### src/rtl/kms_pkg.sv
package kms_pkg;

   typedef enum logic [1:0] {
      FC_SEQ    = 2'd0,
      FC_BRANCH = 2'd1,
      FC_VECTOR = 2'd2,
      FC_RETURN = 2'd3
   } fetch_cause_e;

   typedef enum logic [1:0] {
      ST_USER   = 2'd0,
      ST_KERNEL = 2'd1,
      ST_ISR    = 2'd2,
      ST_NESTED = 2'd3
   } kmode_e;

endpackage

### src/rtl/kms_space_decode.sv
module kms_space_decode #(
   parameter int unsigned AW          = 14,
   parameter int unsigned OW          = 4,
   parameter int unsigned GATE_ADDR   = 'h2000,
   parameter int unsigned GATE_OVL    = 'hF,
   parameter int unsigned PM_TOP      = 'h3FFF,
   parameter int unsigned PM_OVL_LO   = 'hC,
   parameter int unsigned PM_OVL_HI   = 'hF,
   parameter int unsigned DM_TOP      = 'h17FF,
   parameter int unsigned DM_OVL_LOCK = 'hF
) (
   input  logic [AW-1:0] fetch_addr,
   input  logic [OW-1:0] fetch_ovl,
   input  logic [AW-1:0] data_addr,
   input  logic [OW-1:0] data_ovl,
   output logic          gate_hit,
   output logic          pm_kspace,
   output logic          pm_guarded,
   output logic          dm_guarded
);
   localparam logic [AW-1:0] GATE_A  = AW'(GATE_ADDR);
   localparam logic [AW-1:0] GUARD_A = AW'(GATE_ADDR + 1);
   localparam logic [AW-1:0] PM_T    = AW'(PM_TOP);
   localparam logic [AW-1:0] DM_T    = AW'(DM_TOP);
   localparam logic [OW-1:0] GATE_O  = OW'(GATE_OVL);
   localparam logic [OW-1:0] OVL_LO  = OW'(PM_OVL_LO);
   localparam logic [OW-1:0] OVL_HI  = OW'(PM_OVL_HI);
   localparam logic [OW-1:0] DM_LOCK = OW'(DM_OVL_LOCK);

   if (PM_TOP <= GATE_ADDR) begin : g_bad_pm_range
      $error("kms_space_decode: PM_TOP must lie above GATE_ADDR");
   end
   if (PM_OVL_LO > PM_OVL_HI) begin : g_bad_ovl_range
      $error("kms_space_decode: overlay range is empty");
   end

   logic ovl_in;
   assign ovl_in     = (fetch_ovl >= OVL_LO) && (fetch_ovl <= OVL_HI);
   assign gate_hit   = (fetch_addr == GATE_A) && (fetch_ovl == GATE_O);
   assign pm_kspace  = ovl_in && (fetch_addr >= GATE_A)  && (fetch_addr <= PM_T);
   assign pm_guarded = ovl_in && (fetch_addr >= GUARD_A) && (fetch_addr <= PM_T);
   assign dm_guarded = (data_addr <= DM_T) || (data_ovl == DM_LOCK);

endmodule

### src/rtl/kms_ret_ctx.sv
module kms_ret_ctx #(
   parameter int unsigned AW = 14,
   parameter int unsigned OW = 4
) (
   input  logic          clk,
   input  logic          rst_n,
   input  logic          clr,
   input  logic          track_en,
   input  logic          save_en,
   input  logic [AW-1:0] fetch_addr,
   input  logic [OW-1:0] fetch_ovl,
   output logic          ret_match
);
   logic [AW-1:0] last_addr, saved_addr;
   logic [OW-1:0] last_ovl,  saved_ovl;

   always_ff @(posedge clk) begin
      if (!rst_n || clr) begin
         last_addr  <= '0;
         last_ovl   <= '0;
         saved_addr <= '0;
         saved_ovl  <= '0;
      end else begin
         if (track_en) begin
            last_addr <= fetch_addr;
            last_ovl  <= fetch_ovl;
         end
         if (save_en) begin
            saved_addr <= last_addr;
            saved_ovl  <= last_ovl;
         end
      end
   end

   assign ret_match = (fetch_addr == saved_addr) && (fetch_ovl == saved_ovl);

   // the saved pair only moves when an interrupt suspends the kernel
   a_r8_saved_stable: assert property (@(posedge clk) disable iff (!rst_n)
      (!$past(save_en) && !$past(clr)) |-> ($stable(saved_addr) && $stable(saved_ovl)));

endmodule

### src/rtl/kms_mode_fsm.sv
module kms_mode_fsm
   import kms_pkg::*;
(
   input  logic       clk,
   input  logic       rst_n,
   input  logic       fetch_valid,
   input  logic [1:0] fetch_cause,
   input  logic       data_valid,
   input  logic       gate_hit,
   input  logic       pm_kspace,
   input  logic       pm_guarded,
   input  logic       dm_guarded,
   input  logic       ret_match,
   output logic       kernel_mode,
   output logic [1:0] nest_depth,
   output logic       viol_q,
   output logic       ctx_clr,
   output logic       track_en,
   output logic       save_en
);
   kmode_e       state, state_nx;
   fetch_cause_e cause;
   logic         user_lvl, is_entry, is_vec, is_ret, viol_now;

   assign cause    = fetch_cause_e'(fetch_cause);
   assign user_lvl = (state == ST_USER) || (state == ST_ISR);
   assign is_entry = fetch_valid && gate_hit && (cause == FC_SEQ || cause == FC_BRANCH);
   assign is_vec   = fetch_valid && (cause == FC_VECTOR);
   assign is_ret   = fetch_valid && (cause == FC_RETURN);

   always_comb begin
      viol_now = 1'b0;
      if (user_lvl) begin
         if (data_valid && dm_guarded) viol_now = 1'b1;
         if (fetch_valid && pm_guarded && !(state == ST_ISR && is_ret)) viol_now = 1'b1;
         if (state == ST_ISR && is_ret && !ret_match) viol_now = 1'b1;
      end
      if (state == ST_NESTED && is_vec && !pm_kspace) viol_now = 1'b1;
   end

   always_comb begin
      state_nx = state;
      unique case (state)
         ST_USER:   if (is_entry) state_nx = ST_KERNEL;
         ST_KERNEL: begin
            if (is_vec) state_nx = ST_ISR;
            else if (fetch_valid && !pm_kspace) state_nx = ST_USER;
         end
         ST_ISR: begin
            if (is_ret && ret_match) state_nx = ST_KERNEL;
            else if (is_entry) state_nx = ST_NESTED;
         end
         ST_NESTED: begin
            if (fetch_valid && !is_vec && !pm_kspace) state_nx = ST_ISR;
         end
         default: state_nx = ST_USER;
      endcase
      if (viol_now) state_nx = ST_USER;
   end

   always_ff @(posedge clk) begin
      if (!rst_n) begin
         state  <= ST_USER;
         viol_q <= 1'b0;
      end else begin
         state  <= state_nx;
         viol_q <= viol_now;
      end
   end

   assign ctx_clr     = viol_now;
   assign track_en    = fetch_valid && !is_vec && !viol_now && (state_nx == ST_KERNEL);
   assign save_en     = (state == ST_KERNEL) && is_vec;
   assign kernel_mode = (state == ST_KERNEL) || (state == ST_NESTED);
   assign nest_depth  = (state == ST_USER)   ? 2'd0 :
                        (state == ST_NESTED) ? 2'd2 : 2'd1;

   // depth-0 to kernel only through the gate pair
   a_r4_gate_only: assert property (@(posedge clk) disable iff (!rst_n)
      (state == ST_KERNEL && $past(state) == ST_USER) |-> $past(gate_hit && fetch_valid));
   // resume from handler only through a matching return
   a_r8_resume_match: assert property (@(posedge clk) disable iff (!rst_n)
      (state == ST_KERNEL && $past(state) == ST_ISR) |-> ($past(is_ret) && $past(ret_match)));
   // depth 2 reached only by a gate entry from the handler state
   a_r9_nest_entry: assert property (@(posedge clk) disable iff (!rst_n)
      (state == ST_NESTED && $past(state) != ST_NESTED) |-> ($past(state) == ST_ISR && $past(gate_hit)));

endmodule

### src/rtl/kms_supervisor.sv
module kms_supervisor #(
   parameter int unsigned AW        = 14,
   parameter int unsigned OW        = 4,
   parameter bit          GRANT_REG = 1'b0
) (
   input  logic          clk,
   input  logic          rst_n,
   input  logic          fetch_valid,
   input  logic [AW-1:0] fetch_addr,
   input  logic [OW-1:0] fetch_ovl,
   input  logic [1:0]    fetch_cause,
   input  logic          data_valid,
   input  logic [AW-1:0] data_addr,
   input  logic [OW-1:0] data_ovl,
   input  logic          sens_window,
   input  logic          emu_req,
   output logic          kernel_mode,
   output logic          viol_reset,
   output logic          erase_req,
   output logic          irq_enable,
   output logic          emu_grant,
   output logic [1:0]    nest_depth
);
   if (AW < 14) begin : g_bad_aw
      $error("kms_supervisor: AW must cover the protected ranges");
   end
   if (OW < 4) begin : g_bad_ow
      $error("kms_supervisor: OW must hold overlay 0xF");
   end

   logic gate_hit, pm_kspace, pm_guarded, dm_guarded;
   logic ret_match, ctx_clr, track_en, save_en, viol_q;

   kms_space_decode #(.AW(AW), .OW(OW)) u_decode (
      .fetch_addr (fetch_addr),
      .fetch_ovl  (fetch_ovl),
      .data_addr  (data_addr),
      .data_ovl   (data_ovl),
      .gate_hit   (gate_hit),
      .pm_kspace  (pm_kspace),
      .pm_guarded (pm_guarded),
      .dm_guarded (dm_guarded)
   );

   kms_ret_ctx #(.AW(AW), .OW(OW)) u_ctx (
      .clk        (clk),
      .rst_n      (rst_n),
      .clr        (ctx_clr),
      .track_en   (track_en),
      .save_en    (save_en),
      .fetch_addr (fetch_addr),
      .fetch_ovl  (fetch_ovl),
      .ret_match  (ret_match)
   );

   kms_mode_fsm u_fsm (
      .clk         (clk),
      .rst_n       (rst_n),
      .fetch_valid (fetch_valid),
      .fetch_cause (fetch_cause),
      .data_valid  (data_valid),
      .gate_hit    (gate_hit),
      .pm_kspace   (pm_kspace),
      .pm_guarded  (pm_guarded),
      .dm_guarded  (dm_guarded),
      .ret_match   (ret_match),
      .kernel_mode (kernel_mode),
      .nest_depth  (nest_depth),
      .viol_q      (viol_q),
      .ctx_clr     (ctx_clr),
      .track_en    (track_en),
      .save_en     (save_en)
   );

   assign viol_reset = viol_q;
   assign erase_req  = viol_q;
   assign irq_enable = !sens_window;

   if (GRANT_REG) begin : g_grant_reg
      logic grant_q;
      always_ff @(posedge clk) begin
         if (!rst_n) grant_q <= 1'b0;
         else        grant_q <= emu_req && !kernel_mode;
      end
      assign emu_grant = grant_q;
   end else begin : g_grant_comb
      assign emu_grant = emu_req && !kernel_mode;
      // no grant while kernel code runs
      a_r6_no_grant_kernel: assert property (@(posedge clk) disable iff (!rst_n)
         kernel_mode |-> !emu_grant);
   end

   // the reset pulse lands with mode state already cleared
   a_r10_pulse_clears: assert property (@(posedge clk) disable iff (!rst_n)
      viol_reset |-> (!kernel_mode && nest_depth == 2'd0));
   // depth never exceeds two, and depth 2 implies kernel mode
   a_r9_depth_bound: assert property (@(posedge clk) disable iff (!rst_n)
      (nest_depth == 2'd2) |-> kernel_mode);

endmodule

### config.mk
export PLATFORM = sky130hd
export DESIGN_NAME = kms_supervisor
export DESIGN_NICKNAME = d
export VERILOG_FILES = /design/src/rtl/kms_pkg.sv /design/src/rtl/kms_space_decode.sv /design/src/rtl/kms_ret_ctx.sv /design/src/rtl/kms_mode_fsm.sv /design/src/rtl/kms_supervisor.sv
export SDC_FILE = /design/constraint.sdc
export NUM_CORES = 1
export LEC_CHECK = 0
export BUFFER_PORTS_ARGS = -buffer_cell sky130_fd_sc_hd__buf_4
export CORE_MARGIN = 2
export CORE_UTILIZATION = 55
export CTS_BUF_LIST = sky130_fd_sc_hd__clkbuf_8
export CTS_CLUSTER_DIAMETER = 60
export DETAILED_ROUTE_END_ITERATION = 6
export PLACE_DENSITY_LB_ADDON = 0.2
export SETUP_SLACK_MARGIN = 0.1
export SLEW_MARGIN = 20
export SYNTH_ARGS = -nofsm -noshare
export SYNTH_HDL_FRONTEND = slang
export SYNTH_HIERARCHICAL = 1
export SYNTH_SLANG_ARGS = --single-unit
### constraint.sdc
create_clock -name clk -period 7.2 [get_ports clk]
set_input_delay 0.36 -clock clk [delete_from_list [all_inputs] [get_ports clk]]
set_output_delay 0.36 -clock clk [all_outputs]
set_load 0.1 [all_outputs]
======== After elaboration in Yosys (flattened, before gate mapping) ========
Cells that the tools add are included.
operators by class
  magnitude comparators ................... 6
  equal/unequal tests ..................... 12
  muxes and demuxes ....................... 15
  reductions and logical operators ........ 41
operators by type and width
  kind                  number
  $ge 14x14->1 const B  2
  $logic_and 1x1->1     26
  $mux 2                9
  $eq 14x14->1          1
  $eq 14x14->1 const B  1
  $le 14x13->1 const B  1
  $le 14x14->1 const B  1
  $eq 2x2->1 const B    4
  $eq 4x4->1 const B    2
  $logic_not 1->1       8
  $pmux 2 s4            1
  $eq 2x1->1 const B    3
  $logic_or 1x1->1      5
  $mux 1                5
  $eq 4x4->1            1
  $ge 4x4->1 const B    1
  $le 4x4->1 const B    1
  $logic_not 2->1       2
word-level totals
  bits in registers ....................... 39
  output and inout port bits .............. 7
  logic and storage cells ................. 80

======== Depth between registers and ports, before layout ========
Gate-level depths: netlist of run 1.
  depth in word-level cells ............... 13
  gate-level depth with buffers ........... 12
  mapped depth without buffers ............ 10

======== Hierarchy ========
The synthesis of run 1 kept the hierarchy.
modules (own cells, without submodules)
  module            times used  cells each  area an instance (µm²)  sequential area each (µm²)
  kms_ret_ctx       1           141         1462.7                  720.7
  kms_mode_fsm      1           47          379.1                   60.1
  kms_space_decode  1           11          77.6                    0.0
  kms_supervisor    1           3           25.0                    0.0

======== Worst setup path after synthesis of run 1 ========
OpenSTA, ideal clock, no wires.
  kind .................................... input -> register
  start point ............................. in fetch_addr[12]
  end point ............................... reg u_ctx.last_ovl[1]
  data arrival time ....................... 2601 ps
  path slack .............................. 4472 ps
  stages on the path ...................... 11
  path buffers ............................ 2
  path through ............................ xor2_1 -> nor4_1 -> nand3_1 -> nor4_2 -> nand4_1 -> or3b_1 -> a211oi_2 -> buf_2 -> buf_4 -> mux2i_1 -> nor2_1
between the ends
  elaborated cells on any way between the ends .. 39
  classes of those cells .................. order compare (3); eq/ne (3); mux (12); reduce/logical (21)
RTL lines
  item                                                    line                                    text
  start: declaration                                      kms_supervisor.sv:9                     input logic [AW-1:0] fetch_addr,
  $eq 14x14->1 *                                          kms_ret_ctx.sv:35                       assign ret_match = (fetch_addr == saved_addr) && (fetch_ovl == saved_ovl);
  $logic_and 1x1->1 *                                     kms_ret_ctx.sv:35
  via ret_match                                           kms_supervisor.sv:32                    logic ret_match, ctx_clr, track_en, save_en, viol_q;
  $logic_not 1->1                                         kms_mode_fsm.sv:36                      if (state == ST_ISR && is_ret && !ret_match) viol_now = 1'b1;
  $logic_and 1x1->1                                       kms_mode_fsm.sv:36
  $mux 1                                                  kms_mode_fsm.sv:36
  $mux 1                                                  kms_mode_fsm.sv:33                      if (user_lvl) begin
  $mux 1                                                  kms_mode_fsm.sv:38                      if (state == ST_NESTED && is_vec && !pm_kspace) viol_now = 1'b1;
  $mux 2 / $logic_not 1->1 (equally long branches)        kms_mode_fsm.sv:58, kms_mode_fsm.sv:72
  $eq 2x1->1 / $logic_and 1x1->1 (equally long branches)  kms_mode_fsm.sv:72                      assign track_en = fetch_valid && !is_vec && !viol_now && (state_nx == ST_KERNEL);
  $logic_and 1x1->1 *                                     kms_mode_fsm.sv:72
  via track_en                                            kms_supervisor.sv:32
  end signal: assignment                                  kms_ret_ctx.sv:26                       last_ovl <= fetch_ovl;
  end: declaration                                        kms_ret_ctx.sv:15                       logic [OW-1:0] last_ovl, saved_ovl;
Mark *: on every way through the listed nets, which the timed path passes. The rest lies on a longest branch.
A chain may end at the register's enable or synchronous reset.

======== Worst setup path after layout of run 1 ========
  start point ............................. reg u_ctx.saved_ovl[3]
  end point ............................... reg u_ctx.last_addr[13]
between the ends
  cells in the longest elaborated chain, start to end .. 10
  elaborated cells on any way between the ends .. 16
  classes of those cells .................. eq/ne (2); mux (6); reduce/logical (8)
ends and longest elaborated chain
  item                                                    line                                    text
  start: declaration                                      kms_ret_ctx.sv:15
  start signal: assignment                                kms_ret_ctx.sv:30                       saved_ovl <= last_ovl;
  $eq 4x4->1 *                                            kms_ret_ctx.sv:35
  $logic_and 1x1->1 *                                     kms_ret_ctx.sv:35
  via ret_match                                           kms_supervisor.sv:32
  $logic_not 1->1                                         kms_mode_fsm.sv:36
  $logic_and 1x1->1                                       kms_mode_fsm.sv:36
  $mux 1                                                  kms_mode_fsm.sv:36
  $mux 1                                                  kms_mode_fsm.sv:33
  $mux 1                                                  kms_mode_fsm.sv:38
  $mux 2 / $logic_not 1->1 (equally long branches)        kms_mode_fsm.sv:58, kms_mode_fsm.sv:72
  $eq 2x1->1 / $logic_and 1x1->1 (equally long branches)  kms_mode_fsm.sv:72
  $logic_and 1x1->1 *                                     kms_mode_fsm.sv:72
  via track_en                                            kms_supervisor.sv:32
  end signal: assignment                                  kms_ret_ctx.sv:25                       last_addr <= fetch_addr;
  end: declaration                                        kms_ret_ctx.sv:14                       logic [AW-1:0] last_addr, saved_addr;
Marks and branches as above.

==> impl_metrics.toml, run 1 <==
[finish]
finalNetCount = 291
final_layout_size_suffix_gt1_share_pct = 23.5
final_core_util_pct = 70.3
num_antenna_cells = 0
layout_commonest_cell = "sky130_fd_sc_hd__buf_4"
area_grow_syn2layout_pct = 21.7
layout_common_cells = "42 x sky130_fd_sc_hd__buf_4, 39 x sky130_fd_sc_hd__dfxtp_1, 38 x sky130_fd_sc_hd__nor2_1"

[cts]
clockBufferDepth = 2
tritoncts = "done"
cts-buffers-inserted = 5
worst_skew_pair.late_latency_ns = 0.29
cts_repair_resize_count = 0
post_cts_buffers = 0
clkTransAtPathRegs_ns = 0.07
cts_hold_repair.buffers = 0
clock_sinks = 39
htreeDepth = 2
cts-root-buf = "sky130_fd_sc_hd__clkbuf_8"

[sta]
worst_tran_pin_value_ns = 0.423
period_share_pct = 40.4
grt_setup_unrepaired = "false"
fin_crit_ns = 2.91
setup-tns-final_ns = 0
fin_skew_ns = 0.00440
setup_viol = 0
finalWorstSetupSlack_ns = 4.29
achievable-frequency_mhz = 344
final.hold.worst_slack_ns = 0.298
maxSlewHeadroom_pct = 71.5
maxSlewViolCount = 0
hold_violations = 0

[synthesis]
synth_area_per_cell_um2 = 9.63
seq_area_frac_synth_pct = 40.2
synth_xor_area_share_pct = 8.11
post_synth_fa_ha_maj_area_fraction_pct = 3.22
largest_family_of_logic_cells_by_synthesized_area = "simple AND/OR/NAND/NOR gates"
yosys_register_bits = 39
top_cell_type_s_share_of_synthesized_area_pct = 40.2
syn_warnings = 6
asyncSetResetFlopFracSynth_pct = 0
synth.largest_area_cell = "sky130_fd_sc_hd__dfxtp_1"
synthesis.instances = 202
synth_area_mm2 = 0.00194
yosys-top-cells-area = "sky130_fd_sc_hd__dfxtp_1 40%, sky130_fd_sc_hd__mux2i_1 19%, sky130_fd_sc_hd__nor2_1 7.3%, sky130_fd_sc_hd__xor2_1 6.3%, sky130_fd_sc_hd__ha_1 3.2%"
synthSimpleGateAreaFrac_pct = 19.5
synth_compound_area_share_pct = 6.69
dominantRegCellSynth = "sky130_fd_sc_hd__dfxtp_1"
synthMuxAreaShare_pct = 18.5
ys_types = 44
synth-edff-count = 0
synthesis.nets = 251

[place]
place_ws_ns = 4.13
gp_congestion = 0.857
portBuffers = 39
hpwlAfterDp_um = 2640

[worst_setup_path]
timing.critical_path.required_ns = 7.37
slowest_delay_ns = 0.43
setup.worst_path.class = "flip-flop to flip-flop"
timing.critical_path.fanout_max = 18
setup.worst_path.start_class = "flip-flop"
category_of_cells_accounting_for_the_largest_share_of_critical_path_delay = "simple AND/OR/NAND/NOR gates"
crit_path_cell_trace = "xor2_1, nor4_1, nand3_1, nor4_2, nand4_1, or3b_1, a211oi_4, buf_4, mux2i_1, nor2_1"
end_kind = "flip-flop"
timing.critical_path.buf_inv = 1
cp.arrival_ns = 3.08
cpMaxStageDelayCell = "sky130_fd_sc_hd__or3b_1"

[floorplan]
die_outline_width_um = 63.5
die_area_mm2 = 0.00403
initial_utilization_pct = 57.8
rows = 21
die-height_um = 63.5
core_area_mm2 = 0.00336
top_level_ports = 51

[routing]
drt_iter0_drc = 66
postRouteAntennaNets = 0
routed_wl_um = 3810
route.detailed.vias_per_inst = 5.36
drcViolationCount = 0
post_drt_wl_per_cell_um = 13.2
first_pass_iters = 4
routed_vias = 1548

[power]
finalPower_uw = 406
cellLeakagePower_nw = 0.931
cellPowerDensity_mw_per_mm2 = 172
vdd_drop_max_mv = 0.155

[status]
status = "complete, no violations"

[global_routing]
global_route_wire_length_before_repair_um = 6400
grt_antenna_before_repair = 0
gr_util_all_layers_pct = 20.3
number_of_global_route_vias_before_repair = 1387
largest_net_degree_at_the_start_of_global_routing = 37
globalRouteOverflowTotal = 0

[run]
maxCapViolations = 0

[worst_hold_path]
min-delay-path-class = "input pin to flip-flop"
-- registers in the layout, summed over array words and instances, names as in the netlist --
| register | cells |
|---|---|
| u_ctx/last_ovl | 4 |
| u_ctx/last_addr | 14 |
| u_fsm/state | 2 |
| u_ctx/saved_ovl | 4 |
| u_ctx/saved_addr | 14 |
| u_fsm/viol_q | 1 |
-- cell families (layout without fill, tap and decap cells) --
kind of cell,count (synthesis),in the layout
compound gates,18,18
xor+xnor,18,18
fa+ha+maj,5,5
buf+inv,16,57
flops,39,39
mux,36,36
simple gates,70,70
-- cell usage after synthesis (all sizes together) (3+ instances only) --
| master | number |
|---|---|
| nand3 | 3 |
| buf | 6 |
| clkbuf | 3 |
| a31oi | 4 |
| nand2b | 3 |
| inv | 7 |
| nor2 | 38 |
| xnor2 | 4 |
| xor2 | 14 |
| ha | 5 |
| o21ai | 3 |
| nor4 | 5 |
| dfxtp | 39 |
| nor2b | 3 |
| mux2i | 36 |
-- routing by layer --
layer	global-route usage, %	wire length (um)
met5	0	0
met4	6.52	29
met3	5.89	273
met2	33.9	1790
met1	24.9	1720
-- area by class of cell --
type / instances / area (um^2)
clock inverters: 3 / 20.0
flip-flops and latches: 39 / 781
well taps: 46 / 57.6
fillers: 282 / 997
repair buffers: 42 / 315
clock buffers: 5 / 68.8
inverters: 7 / 26.3
multi-input cells: 147 / 1100
-- power breakdown --
group          switching, mW  internal [mW]  total [mW]
Sequential          0.000131          0.216       0.216
Combinational         0.0277         0.0201      0.0478
Clock                 0.0752         0.0673       0.142
Total                  0.103          0.303       0.406
-- through the flow --
step,instances,instance area [um^2]
after floorplan,202,1940
after global placement,281,2280
after detailed placement,281,2280
after CTS,289,2370
after global routing,289,2370
final,289,2370
-- final timing paths --
check,start,endpoint,slack [ns],depth (start not counted)
setup / recovery,u_ctx/saved_ovl[3],u_ctx/last_addr[13],4.29,10
hold / removal,rst_n,u_fsm/viol_q,0.30,2
setup reg to reg,u_ctx/saved_ovl[3],u_ctx/last_addr[13],4.29,10
hold reg to reg,u_ctx/last_ovl[2],u_ctx/saved_ovl[2],0.50,2
-- worst register-to-register path, delay by kind of cell (launching register included) --
kind / cells / cell delay, ns
buf+inv: 1 / 0.35
mux: 1 / 0.24
compound gates: 1 / 0.24
flops: 1 / 0.33
simple gates: 6 / 1.46
xor+xnor: 1 / 0.16
Note: power is estimated with default switching activity, not from simulation.
==> run 2, diff against run 1 <==
Settings changed: CORE_UTILIZATION 55 to 49.
Clock period 7.2 ns to 2.6 ns, I/O delays scaled along.
==> impl_metrics.toml, run 2 (synthesis gave the netlist of run 1 again) <==
[status]
status = "complete, but fails checks"
failed_checks = "setup timing"

[power]
p_clk_share_pct = 39.3
cellLeakagePower_nw = 1.05
power.internal_uw = 946
sequential_power_share_pct = 48.5
p_switching_uw = 287
vdd_drop_max_mv = 0.455
cellPowerDensity_mw_per_mm2 = 472
power_frac_comb_pct = 12.3
finalPower_mw = 1.23
switching_share_pct = 23.3

[sta]
fin_crit_ns = 2.76
maxSlewHeadroom_pct = 69.3
hold_violations = 0
maxSlewViolCount = 0
setup_viol = 18
worst_tran_pin_value_ns = 0.456
period_share_pct = 106
achievable-frequency_mhz = 362
finalWorstSetupSlack_ns = -0.162
grt_setup_unrepaired = "true"
fin_skew_ns = 0.00284
final.hold.worst_slack_ns = 0.0741

[floorplan]
die-height_um = 67.0
core_area_mm2 = 0.00374
die_area_mm2 = 0.00449
rows = 22
initial_utilization_pct = 51.9
die_outline_width_um = 67.0
top_level_ports = 51

[routing]
drt_iter0_drc = 224
drcViolationCount = 0
route.detailed.vias_per_inst = 5.29
first_pass_iters = 4
routed_wl_um = 4300
post_drt_wl_per_cell_um = 14.0
postRouteAntennaNets = 0
routed_vias = 1619

[cts]
worst_skew_pair.late_latency_ns = 0.29
tritoncts = "done"
htreeDepth = 2
cts-buffers-inserted = 5
clock_sinks = 39
clockBufferDepth = 2
cts-root-buf = "sky130_fd_sc_hd__clkbuf_8"
clkTransAtPathRegs_ns = 0.07

[worst_setup_path]
end_kind = "flip-flop"
cp.arrival_ns = 2.94
cpMaxStageDelayCell = "sky130_fd_sc_hd__or3b_4"
crit_path_cell_trace = "xor2_1, nor4_1, nand3_1, nor4_4, nand4_1, or3b_4, a211oi_4, buf_4, buf_16, mux2i_1, nor2_1"
setup.worst_path.class = "flip-flop to flip-flop"
category_of_cells_accounting_for_the_largest_share_of_critical_path_delay = "simple AND/OR/NAND/NOR gates"
timing.critical_path.required_ns = 2.78
slowest_delay_ns = 0.43
setup.worst_path.start_class = "flip-flop"
timing.critical_path.buf_inv = 2
timing.critical_path.fanout_max = 9

[global_routing]
gr_util_all_layers_pct = 20.8
grt_antenna_before_repair = 0
largest_net_degree_at_the_start_of_global_routing = 37
number_of_global_route_vias_before_repair = 1511
global_route_wire_length_before_repair_um = 6960
globalRouteOverflowTotal = 0

[finish]
area_grow_syn2layout_pct = 34.4
layout_commonest_cell = "sky130_fd_sc_hd__buf_4"
finalNetCount = 307
num_antenna_cells = 0
layout_common_cells = "54 x sky130_fd_sc_hd__buf_4, 38 x sky130_fd_sc_hd__nor2_1, 38 x sky130_fd_sc_hd__dfxtp_1"
registers_with_the_most_flip_flops = "u_ctx/last_addr: 14 flops, u_ctx/saved_addr: 14 flops"
final_layout_size_suffix_gt1_share_pct = 30.2
layoutNonFillerInstCount = 306

[worst_hold_path]
min-delay-path-class = "input pin to flip-flop"

[place]
hpwlAfterDp_um = 2850
post-place-cells = 295
gp_congestion = 0.817
portBuffers = 39

[run]
maxCapViolations = 0
run 2: cell count changes in the layout (fill, tap and decap cells not counted), sizes merged:
cell / previous run / this run
bufinv: 0 / 1
clkinvlp: 2 / 1
buf: 42 / 57
clkbuf: 5 / 6
clkinv: 1 / 0
run 2: area by class of cell:
type / count / area (um^2)
well taps: 48 / 60.1
multi-input cells: 147 / 1140
repair buffers: 58 / 498
flip-flops and latches: 39 / 782
inverters: 7 / 26.3
clock inverters: 2 / 37.5
fillers: 299 / 1130
clock buffers: 5 / 68.8
run 2: path summary, 6_finish.rpt:
kind | startpoint | end | slack, ns | depth (start not counted)
setup / recovery | u_ctx/saved_addr[13] | u_ctx/last_addr[2] | -0.16 | 11
hold / removal | rst_n | u_fsm/viol_q | 0.07 | 2
setup reg to reg | u_ctx/saved_addr[13] | u_ctx/last_addr[2] | -0.16 | 11
hold reg to reg | u_ctx/last_addr[6] | u_ctx/last_addr[6] | 0.49 | 2
run 2: metal layers:
metal	vias to the layer above	global-route usage, %	wire (um)
li1	809	-	-
met1	750	25.1	1850
met3	5	4.39	287
met5	-	0	0
met2	55	35.4	2110
met4	0	8.93	51
run 2: power groups by stage:
stage	clock, mW	sequential (mW)	combinational (mW)
after floorplan	0	0.618	0.0607
after global placement	0	0.612	0.146
after global routing	0.525	0.598	0.161
final	0.484	0.598	0.151
after detailed placement	0	0.612	0.147
after CTS	0.495	0.598	0.149
run 2: stage by stage:
stage | area, um^2 | TNS [ns] | utilization (%) | setup slack, ns
finish | 2610 | -1.57 | 69.8 | -0.162
detailed placement | 2390 | -2.35 | 64.0 | -0.144
floorplan | 1960 | 0 | - | 0.119
CTS | 2550 | -0.191 | 68.2 | -0.0187
global placement | 2390 | -1.53 | 64.0 | -0.0936
global route | 2610 | -4.97 | 69.8 | -0.309
run 2: timing repair:
action,in CTS,in global routing
cloned,1,1
resized for setup,4,5
hold buffers,0,0
setup buffers,2,0
setup endpoints to repair,18,28
pin swaps,5,0
